File: src/rtl/can_stuff_pkg.sv
package can_stuff_pkg;

  // Run length after a consumed, non-stuff bit. A fixed-form bit clears the run.
  function automatic int run_next_count(int cnt, logic lvl, logic b, logic stf, int lim);
    int r;
    if (!stf)             r = 0;
    else if (cnt == 0)    r = 1;
    else if (b != lvl)    r = 1;
    else if (cnt >= lim)  r = lim;
    else                  r = cnt + 1;
    return r;
  endfunction

  // Level a transmit stuff bit carries: opposite of the run.
  function automatic logic stuff_level(logic lvl);
    return ~lvl;
  endfunction

endpackage

File: src/rtl/can_run_tracker.sv
module can_run_tracker #(
  parameter int RUN_LEN = 5,
  localparam int CNT_W = $clog2(RUN_LEN + 1)
) (
  input  logic             clk,
  input  logic             rst_n,
  input  logic             step,
  input  logic             slot,
  input  logic             mode_rx,
  input  logic             in_bit,
  input  logic             in_stuffable,
  output logic [CNT_W-1:0] run_cnt,
  output logic             run_lvl
);
  import can_stuff_pkg::*;

  always_ff @(posedge clk) begin
    if (!rst_n) begin
      run_cnt <= '0;
      run_lvl <= 1'b1;
    end else if (step) begin
      if (slot) begin
        run_cnt <= CNT_W'(1);
        run_lvl <= mode_rx ? in_bit : stuff_level(run_lvl);
      end else begin
        run_cnt <= CNT_W'(run_next_count(int'(run_cnt), run_lvl, in_bit, in_stuffable, RUN_LEN));
        run_lvl <= in_bit;
      end
    end
  end


  run_cap_chk: assert property (@(posedge clk) disable iff (!rst_n)
    int'(run_cnt) <= RUN_LEN);

endmodule

File: src/rtl/can_stuff_decide.sv
module can_stuff_decide #(
  parameter int RUN_LEN = 5,
  localparam int CNT_W = $clog2(RUN_LEN + 1)
) (
  input  logic             clk,
  input  logic             rst_n,
  input  logic             mode_rx,
  input  logic             in_bit,
  input  logic [CNT_W-1:0] run_cnt,
  input  logic             run_lvl,
  output logic             slot,
  output logic             ready,
  output logic             drop,
  output logic             err
);
  always_comb begin
    slot  = (int'(run_cnt) == RUN_LEN);
    ready = mode_rx || !slot;
    drop  = mode_rx && slot;
    err   = drop && (in_bit == run_lvl);
  end


  ready_rx_chk: assert property (@(posedge clk) disable iff (!rst_n)
    mode_rx |-> ready);

endmodule

File: src/rtl/can_out_stage.sv
module can_out_stage (
  input  logic clk,
  input  logic rst_n,
  input  logic step,
  input  logic mode_rx,
  input  logic slot,
  input  logic drop,
  input  logic err,
  input  logic in_bit,
  input  logic stuff_bit,
  output logic out_bit,
  output logic out_valid,
  output logic out_stuff,
  output logic stuff_err
);
  always_ff @(posedge clk) begin
    if (!rst_n) begin
      out_bit   <= 1'b1;
      out_valid <= 1'b0;
      out_stuff <= 1'b0;
      stuff_err <= 1'b0;
    end else if (step) begin
      out_valid <= !drop;
      out_stuff <= slot;
      stuff_err <= err;
      if (!mode_rx && slot) out_bit <= stuff_bit;
      else if (!drop)       out_bit <= in_bit;
    end else begin
      out_valid <= 1'b0;
      out_stuff <= 1'b0;
      stuff_err <= 1'b0;
    end
  end


  idle_quiet_chk: assert property (@(posedge clk) disable iff (!rst_n)
    !step |=> (!out_valid && !out_stuff && !stuff_err));

endmodule

File: src/rtl/can_bitstuff.sv
module can_bitstuff #(
  parameter int RUN_LEN = 5
) (
  input  logic clk,
  input  logic rst_n,
  input  logic bit_en,
  input  logic mode_rx,
  input  logic in_bit,
  input  logic in_stuffable,
  output logic in_ready,
  output logic out_bit,
  output logic out_valid,
  output logic out_stuff,
  output logic stuff_err
);
  import can_stuff_pkg::*;
  localparam int CNT_W = $clog2(RUN_LEN + 1);

  logic [CNT_W-1:0] run_cnt;
  logic             run_lvl;
  logic             slot_w, drop_w, err_w, stuff_bit_w;

  assign stuff_bit_w = stuff_level(run_lvl);

  can_run_tracker #(.RUN_LEN(RUN_LEN)) u_track (
    .clk(clk), .rst_n(rst_n), .step(bit_en), .slot(slot_w), .mode_rx(mode_rx),
    .in_bit(in_bit), .in_stuffable(in_stuffable), .run_cnt(run_cnt), .run_lvl(run_lvl));

  can_stuff_decide #(.RUN_LEN(RUN_LEN)) u_decide (
    .clk(clk), .rst_n(rst_n), .mode_rx(mode_rx), .in_bit(in_bit), .run_cnt(run_cnt),
    .run_lvl(run_lvl), .slot(slot_w), .ready(in_ready), .drop(drop_w), .err(err_w));

  can_out_stage u_out (
    .clk(clk), .rst_n(rst_n), .step(bit_en), .mode_rx(mode_rx), .slot(slot_w),
    .drop(drop_w), .err(err_w), .in_bit(in_bit), .stuff_bit(stuff_bit_w),
    .out_bit(out_bit), .out_valid(out_valid), .out_stuff(out_stuff), .stuff_err(stuff_err));


  stuff_polarity_chk: assert property (@(posedge clk) disable iff (!rst_n)
    (bit_en && slot_w && !mode_rx) |=> (out_stuff && out_valid && out_bit != $past(run_lvl)));


  fixed_clear_chk: assert property (@(posedge clk) disable iff (!rst_n)
    (bit_en && !slot_w && !in_stuffable) |=> (run_cnt == '0));


  hold_ready_chk: assert property (@(posedge clk) disable iff (!rst_n)
    (!mode_rx && slot_w) |-> !in_ready);


  rx_drop_chk: assert property (@(posedge clk) disable iff (!rst_n)
    (bit_en && drop_w) |=> !out_valid);


  rx_err_chk: assert property (@(posedge clk) disable iff (!rst_n)
    (bit_en && mode_rx && slot_w && in_bit == run_lvl) |=> stuff_err);

endmodule

File: config.mk
export PLATFORM = sky130hd
export DESIGN_NAME = can_bitstuff
export DESIGN_NICKNAME = d
export VERILOG_FILES = /design/src/rtl/can_stuff_pkg.sv /design/src/rtl/can_run_tracker.sv /design/src/rtl/can_stuff_decide.sv /design/src/rtl/can_out_stage.sv /design/src/rtl/can_bitstuff.sv
export SDC_FILE = /design/constraint.sdc
export NUM_CORES = 1
export LEC_CHECK = 0
export CAP_MARGIN = 20
export CORE_AREA = 3 3 40 42
export DETAILED_ROUTE_END_ITERATION = 8
export DIE_AREA = 0 0 43 45
export DONT_BUFFER_PORTS = 1
export GPL_TIMING_DRIVEN = 1
export PLACE_DENSITY = 0.48
export SYNTH_ARGS = -nofsm -noshare
export SYNTH_HDL_FRONTEND = slang
export SYNTH_SLANG_ARGS = --single-unit
File: constraint.sdc
create_clock -name clk -period 1.3 [get_ports clk]
set_input_delay 0.325 -clock clk [delete_from_list [all_inputs] [get_ports clk]]
set_output_delay 0.325 -clock clk [all_outputs]
set_load 0.02 [all_outputs]
==> insert_results.sql, run 1 <==
INSERT INTO impl_metrics (metric_group, metric, value, unit) VALUES
('worst_hold_path', 'min_delay_path_depth', '1', ''),
('floorplan', 'dieWidth', '43', 'µm'),
('floorplan', 'floorplan.initialDensity', '33.7', '%'),
('clock_tree', 'ctsHtreeMaxLevel', '1', ''),
('floorplan', 'core-area', '1280', 'µm²'),
('pwr', 'cellInternalPower', '388', 'µW'),
('drt', 'detailroute.via_count', '378', ''),
('critical_path', 'depth_of_the_most_critical_reg_to_reg_path', '6', ''),
('finish', 'final_core_area_utilization', '43.4', '%'),
('global_route', 'grt_pass1_wl', '1700', 'µm'),
('timing', 'post-route-worst-setup-slack', '-0.0408', 'ns'),
('critical_path', 'worstPathRequired', '0.98', 'ns'),
('finish', 'antenna_cells_inserted', '0', ''),
('critical_path', 'worst-endpoint-arrival', '1.02', 'ns'),
('worst_hold_path', 'timing.hold.worst.class', 'in2reg', ''),
('timing', 'setup_viol_count_final', '4', ''),
('timing', 'grt_setup_unrepaired', 'yes', ''),
('drt', 'detail_route.first_pass.iterations', '4', ''),
('drt', 'postRouteAntennaNets', '0', ''),
('place', 'detailedPlacementHpwl', '673', 'µm'),
('critical_path', 'critical_path.endpoint_type', 'output port', ''),
('pwr', 'power_switching_share', '23.6', '%'),
('pwr', 'vdd.ir_drop.worst', '0.423', 'mV'),
('yosys', 'ys_seq_area_share', '37.0', '%'),
('clock_tree', 'clk_transition_reported_paths', '0.05', 'ns'),
('timing', 'finalCritPeriodShare', '103', '%'),
('pwr', 'total_power', '508', 'µW'),
('timing', 'fin_worst_skew', '0.00222', 'ns'),
('drt', 'drt_drc_violations_left', '0', ''),
('finish', 'layout.cells.non_filler', '70', ''),
('timing', 'min_period', '1.34', 'ns'),
('clock_tree', 'cts_tree', 'yes', ''),
('critical_path', 'timing.critical_path.slowest_cell_delay', '0.32', 'ns'),
('yosys', 'unique_masters_post_synth', '25', ''),
('drt', 'drt-wirelength-per-cell', '13.6', 'µm'),
('global_route', 'grtUsageTotal', '12.0', '%'),
('place', 'count_of_buffers_inserted_at_the_top_level_ports', '0', ''),
('clock_tree', 'cts_buffer_depth', '2', ''),
('yosys', 'flip_flop_and_latch_count_after_synthesis', '8', ''),
('critical_path', 'cp_num_buf_inv', '2', ''),
('timing', 'tightestPinTransition', '0.224', 'ns'),
('pwr', 'combPwrFrac', '10.5', '%'),
('critical_path', 'criticalPathCategory', 'reg2out', ''),
('floorplan', 'floorplan.rows', '13', ''),
('clock_tree', 'sinks_on_clock_net', '8', ''),
('drt', 'drtIter0Drc', '4', ''),
('pwr', 'netSwitchingPower', '120', 'µW'),
('critical_path', 'worst-path-stages', '4', ''),
('global_route', 'grt_pass1_vias', '396', ''),
('pwr', 'clockPowerShare', '37.2', '%'),
('run_status', 'violations', 'negative setup slack', ''),
('pwr', 'power.share.sequential', '52.3', '%'),
('finish', 'fillCellCount', '133', ''),
('timing', 'final_max_slew_viol_count', '0', ''),
('pwr', 'pwr_density_cell', '910', 'nW/µm²'),
('finish', 'layout_common_cells', 'sky130_fd_sc_hd__buf_4 (5), sky130_fd_sc_hd__dfxtp_1 (5), sky130_fd_sc_hd__nor2_1 (4)', ''),
('clock_tree', 'clockRootBuffer', 'sky130_fd_sc_hd__clkbuf_4', ''),
('yosys', 'synth_nets', '57', ''),
('run_status', 'result_of_the_run', 'finished, violations left', ''),
('floorplan', 'top_level_ports', '11', ''),
('flow_run', 'cap_violations', '0', ''),
('clock_tree', 'cts-buffers-inserted', '3', ''),
('yosys', 'synth_area_per_cell', '9.02', 'µm²'),
('critical_path', 'cp-start-kind', 'flop', ''),
('place', 'placed_cells', '64', ''),
('drt', 'drt-total-wl', '954', 'µm'),
('critical_path', 'critical-path-top-delay-family', 'flip-flops', ''),
('finish', 'layout-drive-gt1-share', '36.4', '%'),
('timing', 'clock.fmax', '746', 'MHz'),
('pwr', 'leakage', '0.255', 'nW'),
('global_route', 'initial_antenna_violation_count', '0', '');
==> per-layer routing <==
layer  vias up  global-route usage, %  routed length [µm]
met5         -                      0                   0
met4         0                   3.61                  16
met1       174                   12.1                 379
met2        12                   21.0                 474
met3         3                   7.17                  84
li1        189                      -                   -
==> synthesized netlist by cell type <==
cell type                  instances  area (µm²)
sky130_fd_sc_hd__buf_2             1        5.00
sky130_fd_sc_hd__o41ai_1           1        8.76
sky130_fd_sc_hd__ha_1              3        37.5
sky130_fd_sc_hd__o21ai_1           1        5.00
sky130_fd_sc_hd__and4b_1           1        10.0
sky130_fd_sc_hd__xnor2_1           1        8.76
sky130_fd_sc_hd__and3b_1           1        8.76
sky130_fd_sc_hd__xor2_1            1        8.76
sky130_fd_sc_hd__a31oi_1           1        6.26
sky130_fd_sc_hd__dfxtp_1           8         160
sky130_fd_sc_hd__o21ai_0           1        5.00
sky130_fd_sc_hd__nor3b_2           1        12.5
sky130_fd_sc_hd__nand3_1           2        10.0
sky130_fd_sc_hd__nor3b_1           1        7.51
sky130_fd_sc_hd__buf_4             1        7.51
sky130_fd_sc_hd__a32o_1            2        20.0
sky130_fd_sc_hd__o21a_1            2        15.0
sky130_fd_sc_hd__nand2_1           3        11.3
sky130_fd_sc_hd__nor2_1            5        18.8
sky130_fd_sc_hd__nor2b_1           2        12.5
sky130_fd_sc_hd__and3_1            2        12.5
sky130_fd_sc_hd__nand3b_2          1        11.3
sky130_fd_sc_hd__o31ai_1           1        7.51
sky130_fd_sc_hd__a21oi_1           3        15.0
sky130_fd_sc_hd__inv_1             2        7.51
==> per-stage QoR <==
stage | setup TNS, ns | cell area, µm² | hold WS [ns] | setup WS [ns]
final | -0.0719 | 558 | 0.139 | -0.0408
after CTS | -0.0473 | 548 | 0.136 | -0.0343
after floorplan | 0 | 435 | 0.396 | 0.0392
after global placement | 0 | 464 | 0.401 | 0.00368
after detailed placement | -0.0434 | 464 | 0.402 | -0.0434
after global routing | -0.242 | 558 | 0.130 | -0.0861
==> worst paths after layout <==
| check | from | endpoint | slack (ns) |
|---|---|---|---|
| max reg2reg | u_track.run_cnt[1]$_SDFFE_PN0P_ | u_track.run_cnt[0]$_SDFFE_PN0P_ | -0.01 |
| min reg2reg | u_track.run_cnt[0]$_SDFFE_PN0P_ | u_track.run_cnt[0]$_SDFFE_PN0P_ | 0.57 |
| max | u_track.run_cnt[1]$_SDFFE_PN0P_ | in_ready | -0.04 |
| min | rst_n | u_track.run_lvl$_SDFFE_PN1P_ | 0.14 |
==> flip-flops by register name, summed over array words and instances, names as in the netlist <==
signal	count
u_out.out_bit	1
u_out.out_stuff	1
u_out.out_valid	1
u_out.stuff_err	1
u_track.run_cnt	3
u_track.run_lvl	1
==> cell families after synthesis <==
| family | count (synthesis) | synth area share (%) |
|---|---|---|
| and+or+nand+nor | 19 | 26.6 |
| adders and majority gates | 3 | 8.67 |
| buffers and inverters | 4 | 4.62 |
| xor gates and xnor gates | 2 | 4.05 |
| DFF | 8 | 37.0 |
| AOI/OAI and AO/OA | 12 | 19.1 |
==> worst register-to-register path, delay by kind of cell (launching register included) <==
kind / cells / cell delay, ns
AND/OR/NAND/NOR: 1 / 0.14
AO/OA/AOI/OAI: 2 / 0.38
flip-flops: 1 / 0.33
adder cells (fa/ha/maj): 1 / 0.18
buffers and inverters: 2 / 0.17
==> what timing repair did <==
action,CTS,global route
buffers inserted,3,0
gates cloned,0,0
resized for setup,9,3
endpoints found under the setup margin,2,5
pin swaps,2,2
==> power groups by stage <==
stage          logic [mW]  clock network (mW)  registers, mW
2_1_floorplan      0.0374                   0          0.268
3_3_place_gp       0.0386                   0          0.268
3_5_place_dp       0.0402                   0          0.269
4_1_cts            0.0493               0.193          0.265
5_1_grt            0.0601               0.205          0.266
6_report           0.0533               0.189          0.266
==> area by class of cell <==
class	count	area, µm²	area share [%]
clock buffers	3	22.5	4.04
flip-flops and latches	8	164	29.4
well taps	15	18.8	3.36
repair buffers	6	48.8	8.74
multi-input cells	36	297	53.1
inverters	2	7.51	1.35
Power figures use the tool's default switching activity.
==> inputs of run 2 (changes only) <==
CAP_MARGIN = not set   (was 20)
REMOVE_ABC_BUFFERS = 1   (was not set)
==> insert_results.sql, run 2 (same netlist as run 1, synthesis figures left out) <==
INSERT INTO impl_metrics (metric_group, metric, value, unit) VALUES
('place', 'detailedPlacementHpwl', '694', 'µm'),
('pwr', 'vdd.ir_drop.worst', '0.279', 'mV'),
('flow_run', 'cap_violations', '0', ''),
('finish', 'layout.cells.most_common', 'sky130_fd_sc_hd__buf_4', ''),
('floorplan', 'floorplan.die.height', '45', 'µm'),
('drt', 'route.detailed.vias_per_inst', '5.28', ''),
('clock_tree', 'worst_skew_pair.late_latency', '0.26', 'ns'),
('global_route', 'grt_pass1_wl', '1590', 'µm'),
('timing', 'final_max_slew_viol_count', '0', ''),
('floorplan', 'top_level_ports', '11', ''),
('critical_path', 'criticalPathCategory', 'reg2out', ''),
('pwr', 'total_power', '526', 'µW'),
('clock_tree', 'clk_transition_reported_paths', '0.06', 'ns'),
('timing', 'hold_slack', '0.133', 'ns'),
('drt', 'route.met3.wl', '52', 'µm'),
('floorplan', 'floorplan_die_area', '1940', 'µm²'),
('critical_path', 'path_max_fanout', '3', ''),
('finish', 'layout.cells.non_filler', '71', ''),
('pwr', 'pwr_density_cell', '920', 'nW/µm²'),
('timing', 'tightestPinTransition', '0.276', 'ns'),
('worst_hold_path', 'timing.hold.worst.class', 'in2reg', ''),
('pwr', 'leakage', '0.257', 'nW'),
('global_route', 'gr-total-overflow', '0', ''),
('drt', 'drt-wirelength-per-cell', '14.6', 'µm'),
('drt', 'highest-signal-layer', 'met4', ''),
('critical_path', 'crit_path_cell_trace', 'inv_2, ha_4, nand3b_4, buf_12', ''),
('clock_tree', 'clockRootBuffer', 'sky130_fd_sc_hd__clkbuf_4', ''),
('drt', 'drt-total-wl', '1040', 'µm'),
('floorplan', 'floorplan.initialDensity', '33.7', '%'),
('clock_tree', 'ctsHtreeMaxLevel', '1', ''),
('finish', 'largest_register', 'u_track.run_cnt', ''),
('finish', 'layout.nets', '67', ''),
('finish', 'fillCellCount', '122', ''),
('finish', 'syn_to_final_growth', '32.1', '%'),
('timing', 'setup_viol_count_final', '4', ''),
('finish', 'layout-drive-gt1-share', '35.7', '%'),
('drt', 'detailroute.wirelength.met2', '541', 'µm'),
('timing', 'report.final.hold_viol_count', '0', ''),
('drt', 'routed_length_on_met1', '426', 'µm'),
('timing', 'min_period', '1.38', 'ns'),
('finish', 'antenna_cells_inserted', '0', ''),
('timing', 'setup_total_negative_slack', '-0.187', 'ns'),
('drt', 'detail_route.first_pass.iterations', '2', ''),
('critical_path', 'critical_path.endpoint_type', 'output port', ''),
('place', 'count_of_buffers_inserted_at_the_top_level_ports', '0', ''),
('critical_path', 'timing.critical_path.slowest_cell_delay', '0.32', 'ns'),
('floorplan', 'dieWidth', '43', 'µm'),
('clock_tree', 'sinks_on_clock_net', '8', ''),
('critical_path', 'cp-start-kind', 'flop', ''),
('drt', 'detailroute.via_count', '375', ''),
('finish', 'layout_common_cells', 'sky130_fd_sc_hd__buf_4 (6), sky130_fd_sc_hd__nor2_1 (5), sky130_fd_sc_hd__dfxtp_1 (5)', ''),
('clock_tree', 'cts-buffers-inserted', '3', ''),
('timing', 'post-route-worst-setup-slack', '-0.0758', 'ns'),
('place', 'placed_cells', '65', ''),
('critical_path', 'critical-path-slowest-cell', 'sky130_fd_sc_hd__dfxtp_2', ''),
('floorplan', 'floorplan.rows', '13', ''),
('critical_path', 'worst-endpoint-arrival', '1.05', 'ns'),
('timing', 'clock.fmax', '727', 'MHz'),
('global_route', 'initial_antenna_violation_count', '0', ''),
('critical_path', 'worstPathRequired', '0.98', 'ns'),
('timing', 'slew_headroom', '81.5', '%'),
('clock_tree', 'cts_buffer_depth', '2', ''),
('drt', 'drtIter0Drc', '6', ''),
('run_status', 'violations', 'negative setup slack', ''),
('drt', 'drt_drc_violations_left', '0', ''),
('global_route', 'grt_max_degree', '12', ''),
('clock_tree', 'cts_tree', 'yes', ''),
('finish', 'largest_register_ffs', '3', ''),
('run_status', 'result_of_the_run', 'finished, violations left', ''),
('place', 'gp_routability_congestion', '0.751', ''),
('timing', 'fin_worst_skew', '0.00183', 'ns'),
('timing', 'grt_setup_unrepaired', 'yes', ''),
('timing', 'finalCritPeriodShare', '106', '%'),
('clock_tree', 'ctsHoldBuffers', '0', ''),
('global_route', 'grtUsageTotal', '12.3', '%'),
('drt', 'postRouteAntennaNets', '0', ''),
('floorplan', 'core-area', '1280', 'µm²'),
('global_route', 'grt_pass1_vias', '344', '');
==> run 2: cell types whose count changed in the layout (fill, tap and decap cells not counted) <==
| cell | delta |
|---|---|
| sky130_fd_sc_hd__o31ai_1 | -1 |
| sky130_fd_sc_hd__buf_4 | +1 |
| sky130_fd_sc_hd__buf_6 | -1 |
| sky130_fd_sc_hd__buf_12 | +1 |
| sky130_fd_sc_hd__dfxtp_4 | +1 |
| sky130_fd_sc_hd__dfxtp_2 | -1 |
| sky130_fd_sc_hd__nor2_2 | -1 |
| sky130_fd_sc_hd__o31ai_2 | +1 |
| sky130_fd_sc_hd__nor2b_1 | +1 |
| sky130_fd_sc_hd__nor2_1 | +1 |
| sky130_fd_sc_hd__nor2b_4 | -1 |
==> run 2: final cells by class <==
cell class	instances	area [µm²]	area share, %
Clock buffer	3	22.5	3.94
Sequential cell	8	166	29.1
Inverter	2	7.51	1.31
Timing Repair Buffer	7	65.1	11.4
Tap cell	15	18.8	3.28
Multi-Input combinational cell	36	292	51.0
==> run 2: repair_timing <==
action / 4_1_cts / 5_1_grt
pin swaps: 2 / 1
gates resized for setup: 8 / 3
setup endpoints to repair: 3 / 6
buffers inserted: 3 / 0
==> run 2: path summary, 6_finish.rpt <==
kind	startpoint	endpoint	slack, ns	depth (start not counted)
worst min register to register	u_track.run_cnt[0]$_SDFFE_PN0P_	u_track.run_cnt[0]$_SDFFE_PN0P_	0.60	2
worst min-delay path	rst_n	u_track.run_lvl$_SDFFE_PN1P_	0.13	1
worst max-delay path	u_track.run_cnt[1]$_SDFFE_PN0P_	in_ready	-0.08	4
worst max register to register	u_track.run_cnt[0]$_SDFFE_PN0P_	u_track.run_cnt[2]$_SDFFE_PN0P_	-0.04	5
==> run 2: stage by stage <==
| stage | instance area (µm²) | utilization, % | setup WS, ns |
|---|---|---|---|
| CTS | 554 | 43.1 | -0.0785 |
| floorplan | 420 | - | -0.0125 |
| global route | 572 | 44.5 | -0.145 |
| detailed placement | 482 | 37.5 | -0.0645 |
| finish | 572 | 44.5 | -0.0758 |
| global placement | 482 | 37.5 | 0.0278 |
==> run 2: worst max-delay path, delay by kind of cell (launching register included) <==
kind	cells	cell delay, ns
buffers and inverters	2	0.22
adder cells (fa/ha/maj)	1	0.15
flip-flops	1	0.32
AND/OR/NAND/NOR	1	0.10
==> run 2: metal layers <==
metal | vias up | track usage [%]
li1 | 190 | -
met1 | 173 | 12.1
met2 | 10 | 20.7
met3 | 2 | 5.18
met4 | 0 | 9.04
met5 | - | 0
==> run 2: power breakdown <==
part	leakage [nW]	internal (mW)	switching (mW)
clock	0.0138	0.107	0.0968
combinational	0.176	0.0320	0.0260
sequential	0.0670	0.252	0.0123
total	0.257	0.391	0.135
==> inputs of run 3 (changes only) <==
PLACE_DENSITY = 0.53   (was 0.48)
==> insert_results.sql, run 3 (same netlist as run 1, synthesis figures left out) <==
INSERT INTO impl_metrics (metric_group, metric, value, unit) VALUES
('finish', 'syn_to_final_growth', '40.2', '%'),
('floorplan', 'core-area', '1280', 'µm²'),
('critical_path', 'critical_path.endpoint_type', 'output port', ''),
('critical_path', 'timing.critical_path.slowest_cell_delay', '0.32', 'ns'),
('critical_path', 'crit_path_end', 'in_ready', ''),
('worst_hold_path', 'min-delay-start', 'rst_n', ''),
('drt', 'drt_drc_violations_left', '0', ''),
('global_route', 'grt_most_used_layer', 'met2', ''),
('global_route', 'initial_antenna_violation_count', '0', ''),
('timing', 'slew_headroom', '83.9', '%'),
('drt', 'drtIter0Drc', '6', ''),
('timing', 'fin_worst_skew', '0.00812', 'ns'),
('clock_tree', 'clk_transition_reported_paths', '0.06', 'ns'),
('place', 'gp_routability_congestion', '0.749', ''),
('floorplan', 'floorplan.die.height', '45', 'µm'),
('critical_path', 'crit_path_start', 'u_track.run_cnt[1]$_SDFFE_PN0P_', ''),
('clock_tree', 'cts_buffer_depth', '2', ''),
('timing', 'tightestPinTransition', '0.238', 'ns'),
('timing', 'report.final.hold_viol_count', '0', ''),
('clock_tree', 'ctsHtreeMaxLevel', '1', ''),
('worst_hold_path', 'min_delay_path_depth', '1', ''),
('worst_hold_path', 'timing.hold.worst.class', 'in2reg', ''),
('finish', 'layout_common_cells', 'sky130_fd_sc_hd__buf_4 (6), sky130_fd_sc_hd__dfxtp_1 (5), sky130_fd_sc_hd__nor2_1 (4)', ''),
('clock_tree', 'cts-buffers-inserted', '3', ''),
('clock_tree', 'cts_tree', 'yes', ''),
('critical_path', 'critical-path-top-delay-family', 'flip-flops', ''),
('timing', 'grt_setup_unrepaired', 'yes', ''),
('clock_tree', 'clockRootBuffer', 'sky130_fd_sc_hd__clkbuf_4', ''),
('global_route', 'grt_max_degree', '12', ''),
('finish', 'largest_register_ffs', '3', ''),
('critical_path', 'critical_path.reg2reg.endpoint', 'u_track.run_cnt[1]$_SDFFE_PN0P_', ''),
('global_route', 'met1_layer_usage_reported_by_global_route', '13.0', '%'),
('critical_path', 'crit_path_cell_trace', 'inv_2, ha_4, nand3b_4, buf_12', ''),
('critical_path', 'path_max_fanout', '3', ''),
('drt', 'detail_route.first_pass.iterations', '4', ''),
('clock_tree', 'sinks_on_clock_net', '8', ''),
('timing', 'setup_viol_count_final', '5', ''),
('drt', 'detailroute.via_count', '389', ''),
('critical_path', 'critical-path-slowest-cell', 'sky130_fd_sc_hd__dfxtp_2', ''),
('timing', 'final_max_slew_viol_count', '0', ''),
('pwr', 'pwr_density_cell', '858', 'nW/µm²'),
('critical_path', 'criticalPathCategory', 'reg2out', ''),
('floorplan', 'floorplan_die_area', '1940', 'µm²'),
('timing', 'setup_total_negative_slack', '-0.176', 'ns'),
('floorplan', 'dieWidth', '43', 'µm'),
('global_route', 'grtUsageTotal', '11.7', '%'),
('critical_path', 'crit-reg2reg-launch', 'u_track.run_cnt[1]$_SDFFE_PN0P_', ''),
('global_route', 'grt_pass1_wl', '1640', 'µm'),
('global_route', 'grtUsageMet2', '19.5', '%'),
('timing', 'post-route-worst-setup-slack', '-0.0740', 'ns'),
('place', 'detailedPlacementHpwl', '645', 'µm'),
('critical_path', 'cp-start-kind', 'flop', ''),
('timing', 'min_period', '1.37', 'ns'),
('drt', 'route.detailed.vias_per_inst', '5.40', ''),
('finish', 'antenna_cells_inserted', '0', ''),
('critical_path', 'worst-endpoint-arrival', '1.05', 'ns'),
('floorplan', 'top_level_ports', '11', ''),
('place', 'count_of_buffers_inserted_at_the_top_level_ports', '0', ''),
('finish', 'largest_register', 'u_track.run_cnt', ''),
('run_status', 'violations', 'negative setup slack', ''),
('clock_tree', 'ctsHoldBuffers', '0', ''),
('finish', 'layout.cells.most_common', 'sky130_fd_sc_hd__buf_4', ''),
('pwr', 'leakage', '0.273', 'nW'),
('finish', 'final_core_area_utilization', '47.2', '%'),
('critical_path', 'depth_of_the_most_critical_reg_to_reg_path', '7', ''),
('clock_tree', 'worst_skew_pair.late_latency', '0.26', 'ns'),
('finish', 'layout-drive-gt1-share', '40.4', '%'),
('timing', 'clock.fmax', '728', 'MHz'),
('critical_path', 'rrSetupSlack', '-0.03', 'ns'),
('pwr', 'vdd.ir_drop.worst', '0.619', 'mV'),
('drt', 'postRouteAntennaNets', '0', ''),
('flow_run', 'cap_violations', '0', ''),
('pwr', 'total_power', '521', 'µW'),
('global_route', 'grt_use_met3', '5.18', '%'),
('floorplan', 'floorplan.rows', '13', ''),
('critical_path', 'worst-path-stages', '4', ''),
('critical_path', 'cp_num_buf_inv', '2', ''),
('global_route', 'gr-total-overflow', '0', ''),
('drt', 'drt-wirelength-per-cell', '14.5', 'µm'),
('run_status', 'result_of_the_run', 'finished, violations left', ''),
('critical_path', 'worstPathRequired', '0.98', 'ns'),
('floorplan', 'floorplan.initialDensity', '33.7', '%'),
('finish', 'layout.nets', '68', ''),
('drt', 'drt-total-wl', '1040', 'µm'),
('timing', 'finalCritPeriodShare', '106', '%'),
('global_route', 'grt_pass1_vias', '386', '');
run 3: where the power goes:
group          switching, mW  internal (mW)
Clock                 0.0905          0.106
Sequential            0.0116          0.253
Combinational         0.0270         0.0332
run 3: worst min-delay path by stage:
stage,endpoint,slack (ns)
5_1_grt,u_track.run_lvl$_SDFFE_PN1P_,0.13
3_3_place_gp,u_track.run_lvl$_SDFFE_PN1P_,0.40
4_1_cts,u_track.run_lvl$_SDFFE_PN1P_,0.13
6_report,u_track.run_lvl$_SDFFE_PN1P_,0.13
3_5_place_dp,u_track.run_lvl$_SDFFE_PN1P_,0.40
2_1_floorplan,u_track.run_lvl$_SDFFE_PN1P_,0.40
run 3: per-stage QoR:
step	worst slack, ns	hold WS [ns]	std cells	area, µm²
after CTS	-0.0715	0.129	70	554
after global routing	-0.106	0.129	72	607
final	-0.0740	0.133	72	607
after floorplan	-0.0125	0.396	46	420
after global placement	-0.0464	0.401	65	482
after detailed placement	-0.0324	0.405	65	482
run 3: final cells by class:
type,instances,area [µm²]
Sequential cell,8,166
Tap cell,15,18.8
Timing Repair Buffer,8,76.3
Fill cell,126,678
Clock buffer,3,22.5
Multi-Input combinational cell,36,315
Inverter,2,7.51
run 3: what timing repair did:
item                                    CTS  global route
buffers inserted                          2             2
gates resized for setup                   9             8
endpoints found under the setup margin    3             5
pin swaps                                 2             3
run 3: metal layers:
metal  part of all wire (%)  wire length [µm]
met5                      0                 0
met4                    3.6                38
met3                    6.4                67
met2                     45               473
met1                     45               464
